File: src/rtl/tick_timer_pkg.sv
package tick_timer_pkg;
  localparam int BUS_W  = 32;
  localparam int ADDR_W = 8;

  localparam logic [ADDR_W-1:0] OFS_PSC  = 8'h00;
  localparam logic [ADDR_W-1:0] OFS_CBUF = 8'h08;
  localparam logic [ADDR_W-1:0] OFS_CTRL = 8'h20;
  localparam logic [ADDR_W-1:0] OFS_STAT = 8'h30;
  localparam logic [ADDR_W-1:0] OFS_IEN  = 8'h34;
  localparam logic [ADDR_W-1:0] OFS_WST  = 8'h40;

  localparam int LOAD_BIT  = 31;
  localparam int WST_PSC   = 0;
  localparam int WST_CBUF  = 1;
  localparam int WST_CTRL  = 3;

  typedef struct packed {
    logic interval;
    logic cnt_run;
    logic tick_run;
  } ctrl_t;
endpackage

File: src/rtl/tick_prescaler.sv
module tick_prescaler #(
  parameter int PSC_W = 32
) (
  input  logic             clk,
  input  logic             rst_n,
  input  logic             run,
  input  logic             restart,
  input  logic [PSC_W-1:0] limit,
  output logic             tick
);
  logic [PSC_W-1:0] phase;
  logic             wrap;

  assign wrap = (phase == limit);
  assign tick = run && wrap && !restart;

  always_ff @(posedge clk) begin
    if (!rst_n)        phase <= '0;
    else if (restart)  phase <= '0;
    else if (run)      phase <= wrap ? '0 : phase + 1'b1;
  end
endmodule

File: src/rtl/tick_downcounter.sv
module tick_downcounter #(
  parameter int CNT_W = 31
) (
  input  logic             clk,
  input  logic             rst_n,
  input  logic             run,
  input  logic             tick,
  input  logic             interval,
  input  logic             load,
  input  logic [CNT_W-1:0] load_val,
  input  logic [CNT_W-1:0] reload_val,
  output logic             expire,
  output logic [CNT_W-1:0] count
);
  localparam logic [CNT_W-1:0] ONE = CNT_W'(1);

  logic step;

  assign step   = run && tick && (count != '0) && !load;
  assign expire = step && (count == ONE);

  always_ff @(posedge clk) begin
    if (!rst_n)       count <= '0;
    else if (load)    count <= load_val;
    else if (expire)  count <= interval ? reload_val : '0;
    else if (step)    count <= count - 1'b1;
  end
endmodule

File: src/rtl/tick_timer_regs.sv
module tick_timer_regs
  import tick_timer_pkg::*;
#(
  parameter int PSC_W = 32,
  parameter int CNT_W = 31
) (
  input  logic              clk,
  input  logic              rst_n,
  input  logic              bus_wr,
  input  logic [ADDR_W-1:0] bus_addr,
  input  logic [BUS_W-1:0]  bus_wdata,
  output logic [BUS_W-1:0]  bus_rdata,
  input  logic              expire,
  output logic [PSC_W-1:0]  psc_q,
  output logic [CNT_W-1:0]  cbuf_q,
  output ctrl_t             ctrl_q,
  output logic              stat_q,
  output logic              ien_q,
  output logic [3:0]        wst_q,
  output logic              psc_wr,
  output logic              cnt_load
);
  logic cbuf_wr, ctrl_wr, stat_wr, ien_wr, wst_wr;

  assign psc_wr   = bus_wr && (bus_addr == OFS_PSC);
  assign cbuf_wr  = bus_wr && (bus_addr == OFS_CBUF);
  assign ctrl_wr  = bus_wr && (bus_addr == OFS_CTRL);
  assign stat_wr  = bus_wr && (bus_addr == OFS_STAT);
  assign ien_wr   = bus_wr && (bus_addr == OFS_IEN);
  assign wst_wr   = bus_wr && (bus_addr == OFS_WST);
  assign cnt_load = cbuf_wr && bus_wdata[LOAD_BIT];

  always_ff @(posedge clk) begin
    if (!rst_n) begin
      psc_q  <= '0;
      cbuf_q <= '0;
      ctrl_q <= '0;
      ien_q  <= 1'b0;
    end else begin
      if (psc_wr)  psc_q  <= bus_wdata[PSC_W-1:0];
      if (cbuf_wr) cbuf_q <= bus_wdata[CNT_W-1:0];
      if (ctrl_wr) ctrl_q <= ctrl_t'(bus_wdata[2:0]);
      if (ien_wr)  ien_q  <= bus_wdata[0];
    end
  end

  always_ff @(posedge clk) begin
    if (!rst_n)                       stat_q <= 1'b0;
    else if (expire)                  stat_q <= 1'b1;
    else if (stat_wr && bus_wdata[0]) stat_q <= 1'b0;
  end

  logic [3:0] wst_set;
  always_comb begin
    wst_set           = '0;
    wst_set[WST_PSC]  = psc_wr;
    wst_set[WST_CBUF] = cbuf_wr;
    wst_set[WST_CTRL] = ctrl_wr;
  end

  always_ff @(posedge clk) begin
    if (!rst_n)      wst_q <= '0;
    else if (wst_wr) wst_q <= wst_q & ~bus_wdata[3:0];
    else             wst_q <= wst_q | wst_set;
  end

  always_comb begin
    unique case (bus_addr)
      OFS_PSC:  bus_rdata = BUS_W'(psc_q);
      OFS_CBUF: bus_rdata = BUS_W'(cbuf_q);
      OFS_CTRL: bus_rdata = BUS_W'(ctrl_q);
      OFS_STAT: bus_rdata = BUS_W'(stat_q);
      OFS_IEN:  bus_rdata = BUS_W'(ien_q);
      OFS_WST:  bus_rdata = BUS_W'(wst_q);
      default:  bus_rdata = '0;
    endcase
  end
endmodule

File: src/rtl/tick_timer.sv
module tick_timer
  import tick_timer_pkg::*;
#(
  parameter int PSC_W = 32,
  parameter int CNT_W = 31
) (
  input  logic        clk,
  input  logic        rst_n,
  input  logic        bus_wr,
  input  logic [7:0]  bus_addr,
  input  logic [31:0] bus_wdata,
  output logic [31:0] bus_rdata,
  output logic        irq
);
  logic [PSC_W-1:0] psc_q;
  logic [CNT_W-1:0] cbuf_q;
  logic [CNT_W-1:0] count;
  ctrl_t            ctrl_q;
  logic             stat_q, ien_q, psc_wr, cnt_load, tick, expire;
  logic [3:0]       wst_q;

  tick_timer_regs #(.PSC_W(PSC_W), .CNT_W(CNT_W)) u_regs (
    .clk(clk), .rst_n(rst_n), .bus_wr(bus_wr), .bus_addr(bus_addr),
    .bus_wdata(bus_wdata), .bus_rdata(bus_rdata), .expire(expire),
    .psc_q(psc_q), .cbuf_q(cbuf_q), .ctrl_q(ctrl_q), .stat_q(stat_q),
    .ien_q(ien_q), .wst_q(wst_q), .psc_wr(psc_wr), .cnt_load(cnt_load)
  );

  tick_prescaler #(.PSC_W(PSC_W)) u_psc (
    .clk(clk), .rst_n(rst_n), .run(ctrl_q.tick_run), .restart(psc_wr),
    .limit(psc_q), .tick(tick)
  );

  tick_downcounter #(.CNT_W(CNT_W)) u_cnt (
    .clk(clk), .rst_n(rst_n), .run(ctrl_q.cnt_run), .tick(tick),
    .interval(ctrl_q.interval), .load(cnt_load),
    .load_val(bus_wdata[CNT_W-1:0]), .reload_val(cbuf_q),
    .expire(expire), .count(count)
  );

  assign irq = stat_q & ien_q;
endmodule

File: config.mk
export PLATFORM = sky130hd
export DESIGN_NAME = tick_timer
export DESIGN_NICKNAME = d
export VERILOG_FILES = /design/src/rtl/tick_timer_pkg.sv /design/src/rtl/tick_prescaler.sv /design/src/rtl/tick_downcounter.sv /design/src/rtl/tick_timer_regs.sv /design/src/rtl/tick_timer.sv
export SDC_FILE = /design/constraint.sdc
export NUM_CORES = 1
export LEC_CHECK = 0
export ABC_AREA = 1
export BUFFER_PORTS_ARGS = -buffer_cell sky130_fd_sc_hd__buf_2
export CORE_UTILIZATION = 55
export CTS_CLUSTER_SIZE = 10
export DETAILED_ROUTE_END_ITERATION = 10
export GPL_ROUTABILITY_DRIVEN = 0
export PLACE_DENSITY = 0.8
export SLEW_MARGIN = 30
export SYNTH_ARGS = -nofsm -noshare
export SYNTH_HDL_FRONTEND = slang
export SYNTH_HIERARCHICAL = 1
export SYNTH_SLANG_ARGS = --single-unit
File: constraint.sdc
create_clock -name clk -period 4.3 [get_ports clk]
set_clock_uncertainty 0.05 [all_clocks]
set_input_delay 0.43 -clock clk [delete_from_list [all_inputs] [get_ports clk]]
set_output_delay 0.43 -clock clk [all_outputs]
set_load 0.005 [all_outputs]
Word-level counts from Yosys, hierarchy flattened --
Cells that the tools add are included. Widths: inputs -> output; s select.
Storage, ports and cells: word-level logic and storage cells 54, input bits 43, register bits 135, output and inout bits 33
Operators by class: multiplexer cells 9, eq/ne operators 7, bitwise operators 5, add/subtract/negate cells 2, reductions and logical operators 21
Operators with widths (count):
- $pmux 32 s6 | 1
- $mux 31 | 4
- $add 32x1->32 const B | 1
- $eq 32x32->1 | 1
- $mux 32 | 1
- $eq 31x1->1 const B | 1
- $reduce_bool 31->1 | 1
- $sub 31x1->31 const B | 1
- $eq 8x6->1 const B | 3
- $logic_and 1x1->1 | 14
- $eq 8x4->1 const B | 1
- $eq 8x7->1 const B | 1
- $logic_not 8->1 | 1
- $and 4x4->4 | 1
- $mux 4 | 1
- $not 4->4 | 1
- $or 4x4->4 | 1
- $reduce_bool 3->1 | 1
- $logic_not 1->1 | 2
- $mux 1 | 2
- $reduce_bool 2->1 | 1
- $reduce_or 2->1 | 1
- $and 1x1->1 | 1
- $not 1->1 | 1

Depth between registers and ports, before layout --
Gate-level depths: netlist (run 1).
word-level depth 10, depth in mapped cells 17, gate-level depth less buffers 16

Hierarchy --
Netlist (run 1), hierarchy kept.
Modules (own cells, without submodules):
- tick_timer_regs | cells each 582, instances 1, area an instance 3622.2 µm²
- tick_downcounter | cells each 531, instances 1, area an instance 3016.6 µm²
- tick_prescaler | cells each 373, instances 1, area an instance 2264.7 µm²
- tick_timer | cells each 2, instances 1, area an instance 7.5 µm²

Worst setup path after synthesis (run 1) --
OpenSTA, ideal clock, no wires.
path kind input to register, start point input bus_wr, end point register u_cnt.count[11], path slack 2080 ps, data arrival time 2037 ps, path buffers 3, library setup time 132 ps, stages 15, cell sequence buf_2 -> inv_1 -> nor4_1 -> buf_2 -> inv_2 -> nand2_1 -> nor2_1 -> nand3_2 -> nor2_4 -> nand2_4 -> buf_6 -> o21ai_1 -> nand3_1 -> nand2_1 -> a21oi_1
On the way: elaborated cells on any way between the ends 13
RTL lines:
- start: declaration | RTL line tick_timer.sv:9 | input logic bus_wr,
- $logic_and 1x1->1 * | RTL line tick_timer_regs.sv:26 | assign cbuf_wr = bus_wr && (bus_addr == OFS_CBUF);
- $logic_and 1x1->1 * | RTL line tick_timer_regs.sv:31 | assign cnt_load = cbuf_wr && bus_wdata[LOAD_BIT];
- named net cnt_load | RTL line tick_timer.sv:19 | logic stat_q, ien_q, psc_wr, cnt_load, tick, expire;
- $logic_not 1->1 | RTL line tick_downcounter.sv:19 | assign step = run && tick && (count != '0) && !load;
- $logic_and 1x1->1 | RTL line tick_downcounter.sv:19
- $logic_and 1x1->1 | RTL line tick_downcounter.sv:20 | assign expire = step && (count == ONE);
- $mux 31 | RTL line tick_downcounter.sv:25 | else if (expire) count <= interval ? reload_val : '0;
- $mux 31 | RTL line tick_downcounter.sv:24 | else if (load) count <= load_val;
- end signal: assignment | RTL line tick_downcounter.sv:24
- end signal: assignment | RTL line tick_downcounter.sv:25
- end signal: assignment | RTL line tick_downcounter.sv:26 | else if (step) count <= count - 1'b1;
- end: declaration | RTL line tick_downcounter.sv:13 | output logic [CNT_W-1:0] count
The timed path passes the listed nets; every way through them passes the cells marked *. A chain may end at the register's enable or synchronous reset.

Worst setup path in the final report (run 1) --
Ends and elaborated chain as after synthesis.

==> impl_metrics.py, run 1 <==
metrics = {
    "status": {
        "status": "finished, final reports clean",
    },
    "grt": {
        "grt_antenna_before_repair": 0,
        "grt_pass1_wl_um": 41000,
        "grt_max_degree": 78,
        "grt_pass1_vias": 8300,
        "grt-ovfl-total": 0,
        "track_usage_pct": 31.4,
    },
    "clock_tree": {
        "path_clk_slew_ns": 0.06,
        "clk-insertion-delay-late_ns": 0.42,
        "clock-root-buffer": "clkbuf_16",
        "cts_sinks": 135,
        "hold_buffers": 0,
        "cts.path.max_buffers": 2,
        "cts_made_buffers": 17,
        "htreeDepth": 4,
        "cts_tree": "done",
        "cts.repair.resized": 0,
        "postCtsSetupBuffers": 0,
    },
    "timing": {
        "fin_setup_tns_ns": 0,
        "rsz0062_at_grt": "false",
        "hold_slack_ns": 0.282,
        "fmax_ghz": 0.328,
        "drv_slew": 0,
        "setup_viol": 0,
        "hold_violations": 0,
        "worstMarginPinSlew_ns": 0.964,
        "relSlewSlack_pct": 35.6,
        "period_needed_ns": 3.05,
        "fin_crit_sh_pct": 70.9,
    },
    "floorplan": {
        "ios": 76,
        "die_area_sq_um": 16700,
        "die_w_um": 129,
        "die_h_um": 129,
        "fp-row-count": 46,
        "start_util_pct": 56.3,
        "core_area_sq_um": 15800,
    },
    "logic_synthesis": {
        "synth_compound_gate_area_share_pct": 4.52,
        "ys_seq_elements": 135,
        "avgSynthCellArea_sq_um": 5.99,
        "syn_inst": 1488,
        "synthArstFlopShare_pct": 0,
        "seq_area_frac_synth_pct": 30.3,
        "synthAdderAreaFrac_pct": 0.562,
        "syn_area_sq_um": 8910,
        "synth_warnings": 6,
        "synth_nets": 1535,
        "synth_edf_count": 0,
        "muxShareOfSynthArea_pct": 0,
        "synth_area_leaders": "dfxtp_1 (30%), nand2_1 (21%), nor2_1 (13%)",
        "synth.distinct_cells": 37,
        "synth_top_family_by_area": "simple AND/OR/NAND/NOR gates",
        "yosys.area_share.simple_pct": 49.5,
        "yosys.area_share.xor_xnor_pct": 4.82,
        "ys.flop_type": "dfxtp_1",
        "yosys.area.top_type_share_pct": 30.3,
        "yosys.area.top_type": "dfxtp_1",
    },
    "hold_path": {
        "hold_path.class": "in2reg",
        "hp-start": "bus_wdata[3]",
        "hold_path_end": "u_cnt/count[3]$_SDFFE_PN0P_",
        "hold_path_depth": 3,
    },
    "final_layout": {
        "seq_area_sq_um": 2700,
        "antenna_cells": 0,
        "fin_util_pct": 62.4,
        "layout_commonest_cell": "nand2_1",
        "final_nets": 1571,
        "multi_input_area_sq_um": 5300,
        "areaGrowthSynthToFinish_pct": 10.9,
        "final_cell_mix": "nand2_1 (489), nor2_1 (309), nand3_1 (136)",
        "drive_above_1_share_pct": 11.6,
        "fill_cells": 1529,
    },
    "setup_path": {
        "cp_num_buf_inv": 4,
        "required_ns": 4.52,
        "crit_path_cell_trace": "buf_2 -> inv_1 -> nor4_2 -> buf_4 -> inv_2 -> nand2_1 -> nor2_1 -> nand3_2 -> nor2_4 -> nand2_4 -> o21ai_1 -> nand3_1 -> nand2_1 -> a21oi_1",
        "cp.arrival_ns": 3.27,
        "cpMostUsedCell": "nand2_1",
        "critical_path.top_delay_family": "simple AND/OR/NAND/NOR gates",
        "path_class": "in2reg",
        "rr_startpoint": "u_regs/ctrl_q[0]$_SDFFE_PN0P_",
        "cp_num_cells": 14,
        "reg2reg_slack_ns": 1.30,
        "crit_slowest_cell": "inv_2",
        "reg2regPathDepth": 13,
        "r2r_end": "u_cnt/count[11]$_SDFFE_PN0P_",
        "max_stage_delay_ns": 0.71,
        "cp-end-kind": "flip-flop",
        "cp-start-kind": "input pin",
        "cp_max_fo": 56,
    },
    "routing": {
        "via_count": 9434,
        "wire_per_inst_um": 14.6,
        "drcViolationCount": 0,
        "drtIter0Drc": 1073,
        "firstDrtPassIters": 6,
        "wirelength_um": 25600,
        "via_per_inst": 5.38,
        "ant_nets": 0,
    },
    "power_and_ir_drop": {
        "power_density_nw_per_um2": 308,
        "ir_drop_v": 0.000294,
        "leakagePower_nw": 4.79,
    },
    "place": {
        "port_buffers": 75,
        "place_hpwl_um": 18100,
    },
    "flow_run": {
        "maxCapViolCount": 0,
    },
}
==> cells in the mapped netlist, types with 3 or more instances <==
| cell | instances |
|---|---|
| nor2_4 | 8 |
| nand3b_1 | 10 |
| nand2_1 | 489 |
| dfxtp_1 | 135 |
| nor2_1 | 309 |
| o21ai_0 | 16 |
| nor3_1 | 11 |
| xnor2_1 | 17 |
| buf_4 | 4 |
| o21ai_2 | 4 |
| inv_1 | 131 |
| nand2_4 | 6 |
| a21oi_1 | 43 |
| buf_6 | 15 |
| inv_2 | 9 |
| nor2_8 | 5 |
| nand4_1 | 17 |
| xor2_1 | 32 |
| clkbuf_1 | 11 |
| nor2_2 | 17 |
| o21ai_1 | 5 |
| buf_1 | 13 |
| nand3_2 | 6 |
| ha_1 | 4 |
| nand2_2 | 3 |
| buf_2 | 20 |
| nand3_1 | 136 |
==> how the worst max path moves through the flow <==
stage / start / to
after global placement: bus_wr / u_cnt/count[11]$_SDFFE_PN0P_
after global routing: bus_wr / u_cnt/count[26]$_SDFFE_PN0P_
final: bus_wr / u_cnt/count[11]$_SDFFE_PN0P_
after detailed placement: bus_wr / u_cnt/count[11]$_SDFFE_PN0P_
after CTS: bus_wr / u_cnt/count[11]$_SDFFE_PN0P_
after floorplan: bus_wr / u_cnt/count[11]$_SDFFE_PN0P_
==> cell type report <==
type | instances | share of cell area, %
clock buffer | 20 | 4.72
clock inverter | 12 | 2.00
timing repair buffer | 81 | 4.26
tap | 216 | 2.74
inverter | 140 | 5.32
sequential | 135 | 27.4
multi-input combinational | 1149 | 53.6
==> metal layers <==
metal  vias up  part of all wire (%)  GRT usage, %
met4         0                   2.8          11.7
met5         -                     0             0
met1      4298                    43          41.0
li1       4657                     -             -
met3        54                   8.5          6.03
met2       425                    46          51.5
==> flip-flops by register name, summed over array words and instances (netlist names) <==
name,count
u_psc/phase,32
u_regs/psc_q,32
u_cnt/count,31
u_regs/cbuf_q,31
u_regs/wst_q,4
u_regs/ctrl_q,3
u_regs/ien_q,1
u_regs/stat_q,1
==> power by group <==
group	internal (mW)	total, mW	switching, mW
combinational	0.0414	0.140	0.0986
clock	1.07	1.65	0.574
sequential	1.25	1.26	0.00232
total	2.37	3.04	0.675
==> worst min-delay path, cell delays in order <==
cell,delay [ns]
buf_2,0.09
a21oi_1,0.06
a21oi_1,0.13
==> cell families after synthesis <==
family,count (synthesis)
AOI/OAI and AO/OA,73
xor gates and xnor gates,49
adders and majority gates,4
buffers and inverters,204
DFF,135
and+or+nand+nor,1023
==> stage by stage <==
stage / instance area, sq um / worst slack [ns] / instances / power [mW]
2_1_floorplan: 8910 / 2.08 / 1488 / 1.37
3_3_place_gp: 9210 / 1.01 / 1721 / 1.42
3_5_place_dp: 9210 / 0.910 / 1721 / 1.42
4_1_cts: 9880 / 1.34 / 1753 / 3.05
5_1_grt: 9880 / 0.971 / 1753 / 3.13
6_report: 9880 / 1.25 / 1753 / 3.04
No activity file was read; power rests on OpenSTA's default activity.
==> run 2, diff against run 1 <==
--- a/config.mk
+++ b/config.mk
@@ -5,13 +5,13 @@
 export SDC_FILE = /design/constraint.sdc
 export NUM_CORES = 1
 export LEC_CHECK = 0
-export ABC_AREA = 1
+export ABC_AREA = 0
 export BUFFER_PORTS_ARGS = -buffer_cell sky130_fd_sc_hd__buf_2
-export CORE_UTILIZATION = 55
+export CORE_UTILIZATION = 54
 export CTS_CLUSTER_SIZE = 10
 export DETAILED_ROUTE_END_ITERATION = 10
 export GPL_ROUTABILITY_DRIVEN = 0
-export PLACE_DENSITY = 0.8
+export PLACE_DENSITY = 0.83
 export SLEW_MARGIN = 30
 export SYNTH_ARGS = -nofsm -noshare
 export SYNTH_HDL_FRONTEND = slang
==> constraint.sdc (replaced) <==
create_clock -name clk -period 2.8 [get_ports clk]
set_clock_uncertainty 0.05 [all_clocks]
set_input_delay 0.28 -clock clk [delete_from_list [all_inputs] [get_ports clk]]
set_output_delay 0.28 -clock clk [all_outputs]
set_load 0.005 [all_outputs]
==> run 2 against run 1 <==
  * Core utilization rose by 7.3 points
  * First-iteration DRC count up 3.8%
  * Critical endpoint is now u_cnt/count[26]$_SDFFE_PN0P_
  * Worst setup slack worse by 1.6 ns
  * The flow now finishes with violations (setup timing)
  * Largest cell class unchanged
  * Sequential power increased by 53%
  * Highest routed layer is now met5
  * Hold slack got worse by 0.25 ns
  * Clock-buffer cell count is 4 higher
  * Global-route usage grew 2.0 points
  * Die area decreased by 12%
  * Combinational power up 36%
==> impl_metrics.py, run 2 <==
metrics = {
    "status": {
        "status": "finished, violations left",
        "violations": "setup timing",
    },
    "power_and_ir_drop": {
        "p_total_mw": 4.54,
        "leakagePower_nw": 4.59,
        "share_comb_of_total_power_pct": 4.2,
        "clockPowerShare_pct": 53.4,
        "ir_drop_v": 0.000508,
        "seq_power_share_pct": 42.5,
        "power_density_nw_per_um2": 469,
        "swShare_pct": 21.4,
        "switchingPower_mw": 0.970,
        "p_int_mw": 3.56,
    },
    "final_layout": {
        "final_cell_mix": "nand2_1 (132), dfxtp_1 (129), buf_4 (108)",
        "antenna_cells": 0,
        "fin_area_sq_um": 9680,
        "final_nets": 1084,
        "layout_commonest_cell": "nand2_1",
        "drive_above_1_share_pct": 26.8,
        "fin_util_pct": 69.7,
        "top_regs": "u_psc/phase x32, u_regs/psc_q x32",
        "areaGrowthSynthToFinish_pct": 26.0,
    },
    "clock_tree": {
        "cts_made_buffers": 17,
        "htreeDepth": 4,
        "path_clk_slew_ns": 0.06,
        "cts.path.max_buffers": 2,
        "cts_tree": "done",
        "cts_sinks": 135,
        "clock-root-buffer": "clkbuf_16",
        "clk-insertion-delay-late_ns": 0.43,
        "hold_buffers": 0,
    },
    "logic_synthesis": {
        "yosys.area.top_type_share_pct": 35.2,
        "synth_warnings": 6,
        "synth_nets": 938,
        "syn_inst": 891,
        "synth_most_common_cell": "dfxtp_1",
        "synthArstFlopShare_pct": 0,
        "yosys.area.top_type": "dfxtp_1",
        "synth_area_leaders": "dfxtp_1 (35%), mux2i_1 (9.4%), nand2_1 (6.5%)",
        "ys_seq_elements": 135,
        "synth.distinct_cells": 75,
        "ys.flop_type": "dfxtp_1",
        "seq_area_frac_synth_pct": 35.2,
        "synth_edf_count": 0,
        "avgSynthCellArea_sq_um": 8.62,
        "syn_area_sq_um": 7680,
        "synth_commonest_cells": "dfxtp_1 (135), nand2_1 (133), mux2i_1 (72)",
    },
    "floorplan": {
        "ios": 76,
        "die_h_um": 121,
        "core_area_sq_um": 13900,
        "die_area_sq_um": 14700,
        "fp-row-count": 43,
        "die_w_um": 121,
        "start_util_pct": 55.3,
    },
    "routing": {
        "wirelength_um": 24800,
        "drtIter0Drc": 1114,
        "via_count": 7885,
        "drcViolationCount": 0,
        "ant_nets": 0,
        "wire_per_inst_um": 20.2,
        "firstDrtPassIters": 7,
        "via_per_inst": 6.41,
    },
    "setup_path": {
        "cp-start-kind": "flip-flop",
        "path_class": "reg2reg",
        "reg2regPathDepth": 15,
        "cp_max_fo": 7,
        "cp.arrival_ns": 3.51,
        "rr_startpoint": "u_psc/phase[27]$_SDFFE_PP0P_",
        "r2r_end": "u_cnt/count[26]$_SDFFE_PN0P_",
        "cp-end-kind": "flip-flop",
        "required_ns": 3.12,
        "reg2reg_slack_ns": -0.40,
    },
    "grt": {
        "grt_pass1_vias": 7243,
        "grt-ovfl-total": 0,
        "grt_pass1_wl_um": 37400,
        "grt_max_degree": 62,
        "grt_antenna_before_repair": 0,
        "track_usage_pct": 33.4,
    },
    "timing": {
        "period_needed_ns": 3.20,
        "fin_crit_sh_pct": 114,
        "drv_slew": 0,
        "fin_ws_ns": -0.397,
        "fmax_ghz": 0.313,
        "hold_violations": 0,
        "rsz0062_at_grt": "true",
        "worstMarginPinSlew_ns": 0.942,
        "setup_viol": 32,
        "relSlewSlack_pct": 37.1,
        "fin_setup_tns_ns": -9.80,
    },
    "hold_path": {
        "hold_path_depth": 2,
        "hp-start": "bus_wdata[2]",
        "hold_path_end": "u_regs/wst_q[2]$_SDFFE_PN0P_",
        "hold_path.class": "in2reg",
    },
    "place": {
        "port_buffers": 75,
        "place_hpwl_um": 16700,
        "dpl_cell_area_sq_um": 8820,
    },
    "flow_run": {
        "maxCapViolCount": 0,
    },
}
[run 2: cell families after synthesis]
| family | Yosys count | share of synthesized area [%] |
|---|---|---|
| fa+ha+maj | 4 | 0.652 |
| xor+xnor | 78 | 8.89 |
| simple gates | 359 | 24.7 |
| flops | 135 | 35.2 |
| buf+inv | 73 | 5.05 |
| mux | 74 | 9.72 |
| compound gates | 168 | 15.8 |
[run 2: metal layers]
layer  GRT usage [%]  vias up  share of wire, %
met5            1.84        -             0.052
met4            20.1        2               5.4
met3            5.97      133               9.3
met2            53.5      569                46
met1            41.6     3662                39
li1                -     3519                 -
[run 2: what timing repair did]
| item | CTS | global route |
|---|---|---|
| resized for setup | 16 | 18 |
| setup endpoints to repair | 32 | 32 |
| setup buffers | 4 | 3 |
| pin swaps | 8 | 21 |
| cloned | 0 | 1 |
[run 2: worst max path at each step]
stage | startpoint | to | slack (ns) | cells after the start
global route | u_psc/phase[27]$_SDFFE_PP0P_ | u_cnt/count[17]$_SDFFE_PN0P_ | -0.54 | 13
floorplan | u_psc/phase[14]$_SDFFE_PP0P_ | u_cnt/count[3]$_SDFFE_PN0P_ | -0.11 | 13
finish | u_psc/phase[27]$_SDFFE_PP0P_ | u_cnt/count[26]$_SDFFE_PN0P_ | -0.40 | 15
detailed placement | u_psc/phase[12]$_SDFFE_PP0P_ | u_cnt/count[25]$_SDFFE_PN0P_ | -0.29 | 14
CTS | u_psc/phase[18]$_SDFFE_PP0P_ | u_cnt/count[28]$_SDFFE_PN0P_ | -0.26 | 12
global placement | u_psc/phase[12]$_SDFFE_PP0P_ | u_cnt/count[19]$_SDFFE_PN0P_ | -0.20 | 14
[run 2: critical path, stage by stage (launching register included)]
cell and delay (ns):
dfxtp_2 0.33, xor2_2 0.18, nor4_2 0.32, nand2_1 0.15, or4_4 0.54, nor2_4 0.12
nand2_2 0.09, nor4b_4 0.31, buf_4 0.18, nand4_4 0.09, inv_4 0.13, buf_12 0.11
clkbuf_16 0.13, nand3_1 0.11, o211ai_1 0.12, nor3b_2 0.18
[run 2: layout make-up]
type,instances,area [sq um]
multi-input combinational,683,4740
fill,1021,4210
sequential,135,2710
timing repair buffer,192,1330
clock buffer,24,492
tap,180,225
clock inverter,8,143
inverter,8,32.5
[run 2: power groups by stage]
stage                     logic (mW)  clock network [mW]  registers, mW
after CTS                      0.182                2.42           1.93
final                          0.190                2.42           1.93
after global placement         0.178                   0           1.97
after detailed placement       0.179                   0           1.97
after floorplan               0.0981                   0           1.97
after global routing           0.201                2.50           1.92
[run 2: through the flow]
stage | worst slack, ns | hold slack, ns | instances
finish | -0.397 | 0.0347 | 1230
global route | -0.537 | 0.0615 | 1230
CTS | -0.258 | 0.0264 | 1227
detailed placement | -0.291 | 0.393 | 1191
global placement | -0.203 | 0.391 | 1191
floorplan | -0.111 | 0.349 | 891
==> run 3, diff against run 2 <==
--- a/config.mk
+++ b/config.mk
@@ -7,13 +7,15 @@
 export LEC_CHECK = 0
 export ABC_AREA = 0
 export BUFFER_PORTS_ARGS = -buffer_cell sky130_fd_sc_hd__buf_2
-export CORE_UTILIZATION = 54
+export CORE_UTILIZATION = 39
 export CTS_CLUSTER_SIZE = 10
 export DETAILED_ROUTE_END_ITERATION = 10
 export GPL_ROUTABILITY_DRIVEN = 0
-export PLACE_DENSITY = 0.83
+export PLACE_DENSITY = 0.65
+export REMOVE_ABC_BUFFERS = 1
 export SLEW_MARGIN = 30
 export SYNTH_ARGS = -nofsm -noshare
 export SYNTH_HDL_FRONTEND = slang
 export SYNTH_HIERARCHICAL = 1
 export SYNTH_SLANG_ARGS = --single-unit
+export TNS_END_PERCENT = 20
==> run 3 against run 2 <==
  * The flow still finishes with violations (setup timing)
  * Flip-flop and latch count did not move
  * Routed wire length rose by 0.16%
  * Die area rose by 38%
  * Combinational power rose by 4%
  * Core utilization fell by 17 points
  * Total power rose by 0.62%
  * Worst setup slack improved by 0.016 ns
  * Final cell count rose by 8.6%
  * Largest cell class unchanged
==> impl_metrics.py, run 3 (synthesized netlist as in run 2, its figures left out) <==
metrics = {
    "timing": {
        "setup_viol": 64,
        "worstMarginPinSlew_ns": 0.794,
        "fin_ws_ns": -0.380,
        "relSlewSlack_pct": 46.6,
        "hold_slack_ns": 0.0418,
        "fin_crit_sh_pct": 114,
        "hold_violations": 0,
        "period_needed_ns": 3.18,
        "fmax_ghz": 0.314,
        "drv_slew": 0,
        "rsz0062_at_grt": "true",
    },
    "routing": {
        "firstDrtPassIters": 5,
        "drcViolationCount": 0,
        "wire_per_inst_um": 18.6,
        "drtIter0Drc": 730,
        "ant_nets": 0,
        "via_count": 7533,
        "via_per_inst": 5.64,
        "wirelength_um": 24900,
    },
    "hold_path": {
        "hold_path_depth": 2,
        "hp-start": "bus_wdata[2]",
        "hold_path_end": "u_regs/wst_q[2]$_SDFFE_PN0P_",
        "hold_path.class": "in2reg",
    },
    "grt": {
        "track_usage_pct": 24.7,
        "grt_max_degree": 74,
        "grt_antenna_before_repair": 0,
        "grt_pass1_wl_um": 38200,
        "grt_pass1_vias": 6950,
        "grt-ovfl-total": 0,
    },
    "setup_path": {
        "cp.arrival_ns": 3.45,
        "critical_path.top_delay_family": "buffers and inverters",
        "r2r_end": "u_psc/phase[5]$_SDFFE_PP0P_",
        "reg2reg_slack_ns": -0.38,
        "cp_max_fo": 16,
        "crit_slowest_cell": "nor4_2",
        "path_class": "reg2reg",
        "crit_path_cell_trace": "xor2_1 -> nor4_2 -> nand4_1 -> buf_4 -> buf_4 -> buf_4 -> buf_4 -> buf_4 -> buf_4 -> buf_4 -> buf_4 -> buf_4 -> buf_4 -> o41ai_4 -> buf_6 -> buf_12 -> nor2_1",
        "max_stage_delay_ns": 0.36,
        "cp-start-kind": "flip-flop",
        "required_ns": 3.07,
        "reg2regPathDepth": 17,
        "cpMostUsedCell": "buf_4",
        "cp-end-kind": "flip-flop",
        "cp_num_buf_inv": 12,
        "rr_startpoint": "u_psc/phase[11]$_SDFFE_PP0P_",
    },
    "power_and_ir_drop": {
        "swShare_pct": 22.1,
        "p_total_mw": 4.56,
        "seq_power_share_pct": 42.2,
        "leakagePower_nw": 4.76,
        "power_density_nw_per_um2": 455,
        "clockPowerShare_pct": 53.5,
        "p_int_mw": 3.55,
        "ir_drop_v": 0.000392,
        "share_comb_of_total_power_pct": 4.3,
        "switchingPower_mw": 1.01,
    },
    "place": {
        "port_buffers": 75,
        "dpl_cell_area_sq_um": 8960,
        "dp_cells": 1281,
        "place_hpwl_um": 17400,
    },
    "floorplan": {
        "die_h_um": 142,
        "fp-row-count": 50,
        "start_util_pct": 40.4,
        "core_area_sq_um": 19000,
        "die_w_um": 142,
        "die_area_sq_um": 20300,
        "ios": 76,
    },
    "final_layout": {
        "final_cell_count_no_fill": 1336,
        "fin_area_sq_um": 10000,
        "antenna_cells": 0,
        "final_nets": 1110,
        "fill_cells": 1788,
        "top_regs": "u_psc/phase x32, u_regs/psc_q x32",
        "areaGrowthSynthToFinish_pct": 30.5,
        "final_cell_mix": "nand2_1 (132), dfxtp_1 (129), buf_4 (126)",
        "layout_commonest_cell": "nand2_1",
        "drive_above_1_share_pct": 28.2,
    },
    "clock_tree": {
        "path_clk_slew_ns": 0.06,
        "hold_buffers": 0,
        "htreeDepth": 4,
        "clk-insertion-delay-late_ns": 0.43,
        "cts_made_buffers": 17,
        "clock-root-buffer": "clkbuf_16",
        "cts_sinks": 135,
        "cts_tree": "done",
        "cts.path.max_buffers": 2,
    },
    "status": {
        "status": "finished, violations left",
        "violations": "setup timing",
    },
    "flow_run": {
        "maxCapViolCount": 0,
    },
}
## run 3: changes by cell type in the layout (fill, tap and decap cells not counted), moves of 3 or more
cell / change
buf_12: +3
buf_6: +3
clkinvlp_4: +4
a21oi_2: -4
buf_4: +18
## run 3: area by class of cell
class | count | area (sq um) | area share, %
flip-flops and latches | 135 | 2710 | 27.0
inverters | 8 | 35.0 | 0.350
clock inverters | 11 | 171 | 1.71
well taps | 260 | 325 | 3.25
clock buffers | 21 | 470 | 4.69
multi-input cells | 683 | 4710 | 46.9
repair buffers | 218 | 1610 | 16.0
## run 3: how the worst max path moves through the flow
stage                                   endpoint                    startpoint  cells past startpoint  slack, ns
finish               u_psc/phase[5]$_SDFFE_PP0P_  u_psc/phase[11]$_SDFFE_PP0P_                     17      -0.38
global route         u_cnt/count[4]$_SDFFE_PN0P_  u_psc/phase[18]$_SDFFE_PP0P_                     14      -0.49
CTS                 u_cnt/count[25]$_SDFFE_PN0P_  u_psc/phase[20]$_SDFFE_PP0P_                     14      -0.24
detailed placement  u_cnt/count[25]$_SDFFE_PN0P_  u_psc/phase[23]$_SDFFE_PP0P_                     14      -0.41
global placement     u_cnt/count[3]$_SDFFE_PN0P_  u_psc/phase[23]$_SDFFE_PP0P_                     13      -0.39
floorplan            u_cnt/count[3]$_SDFFE_PN0P_                   bus_addr[5]                      9      -0.84
## run 3: metal layers
metal,track usage (%),vias up,part of all wire [%]
li1,-,3584,-
met5,0,-,0
met4,8.15,0,2.5
met2,40.0,306,46
met1,32.9,3604,45
met3,4.74,39,6.6
## run 3: worst register-to-register path: cells and delay by family, from the launching register on
family	cells	cell delay [ns]
and+or+nand+nor	3	0.61
xor gates and xnor gates	1	0.17
AOI/OAI and AO/OA	1	0.30
DFF	1	0.34
buffers and inverters	12	1.61
## run 3: metrics by stage
step	worst slack [ns]	utilization [%]	setup TNS, ns
5_1_grt	-0.490	52.7	-25.29
3_5_place_dp	-0.410	47.1	-9.76
4_1_cts	-0.243	51.7	-10.43
3_3_place_gp	-0.394	47.1	-9.48
2_1_floorplan	-0.842	-	-20.91
6_report	-0.380	52.7	-19.13
## run 3: what timing repair did
action                     4_1_cts  5_1_grt
setup endpoints to repair       32       64
cloned                           1        1
pin swaps                       14       18
gates resized for setup         27       30
buffers inserted                15        7
## run 3: power groups by stage
| stage | logic [mW] | registers (mW) | clock network [mW] |
|---|---|---|---|
| final | 0.198 | 1.92 | 2.44 |
| after global routing | 0.213 | 1.92 | 2.57 |
| after CTS | 0.187 | 1.92 | 2.47 |
| after detailed placement | 0.181 | 1.97 | 0 |
| after floorplan | 0.0651 | 1.97 | 0 |
| after global placement | 0.178 | 1.97 | 0 |
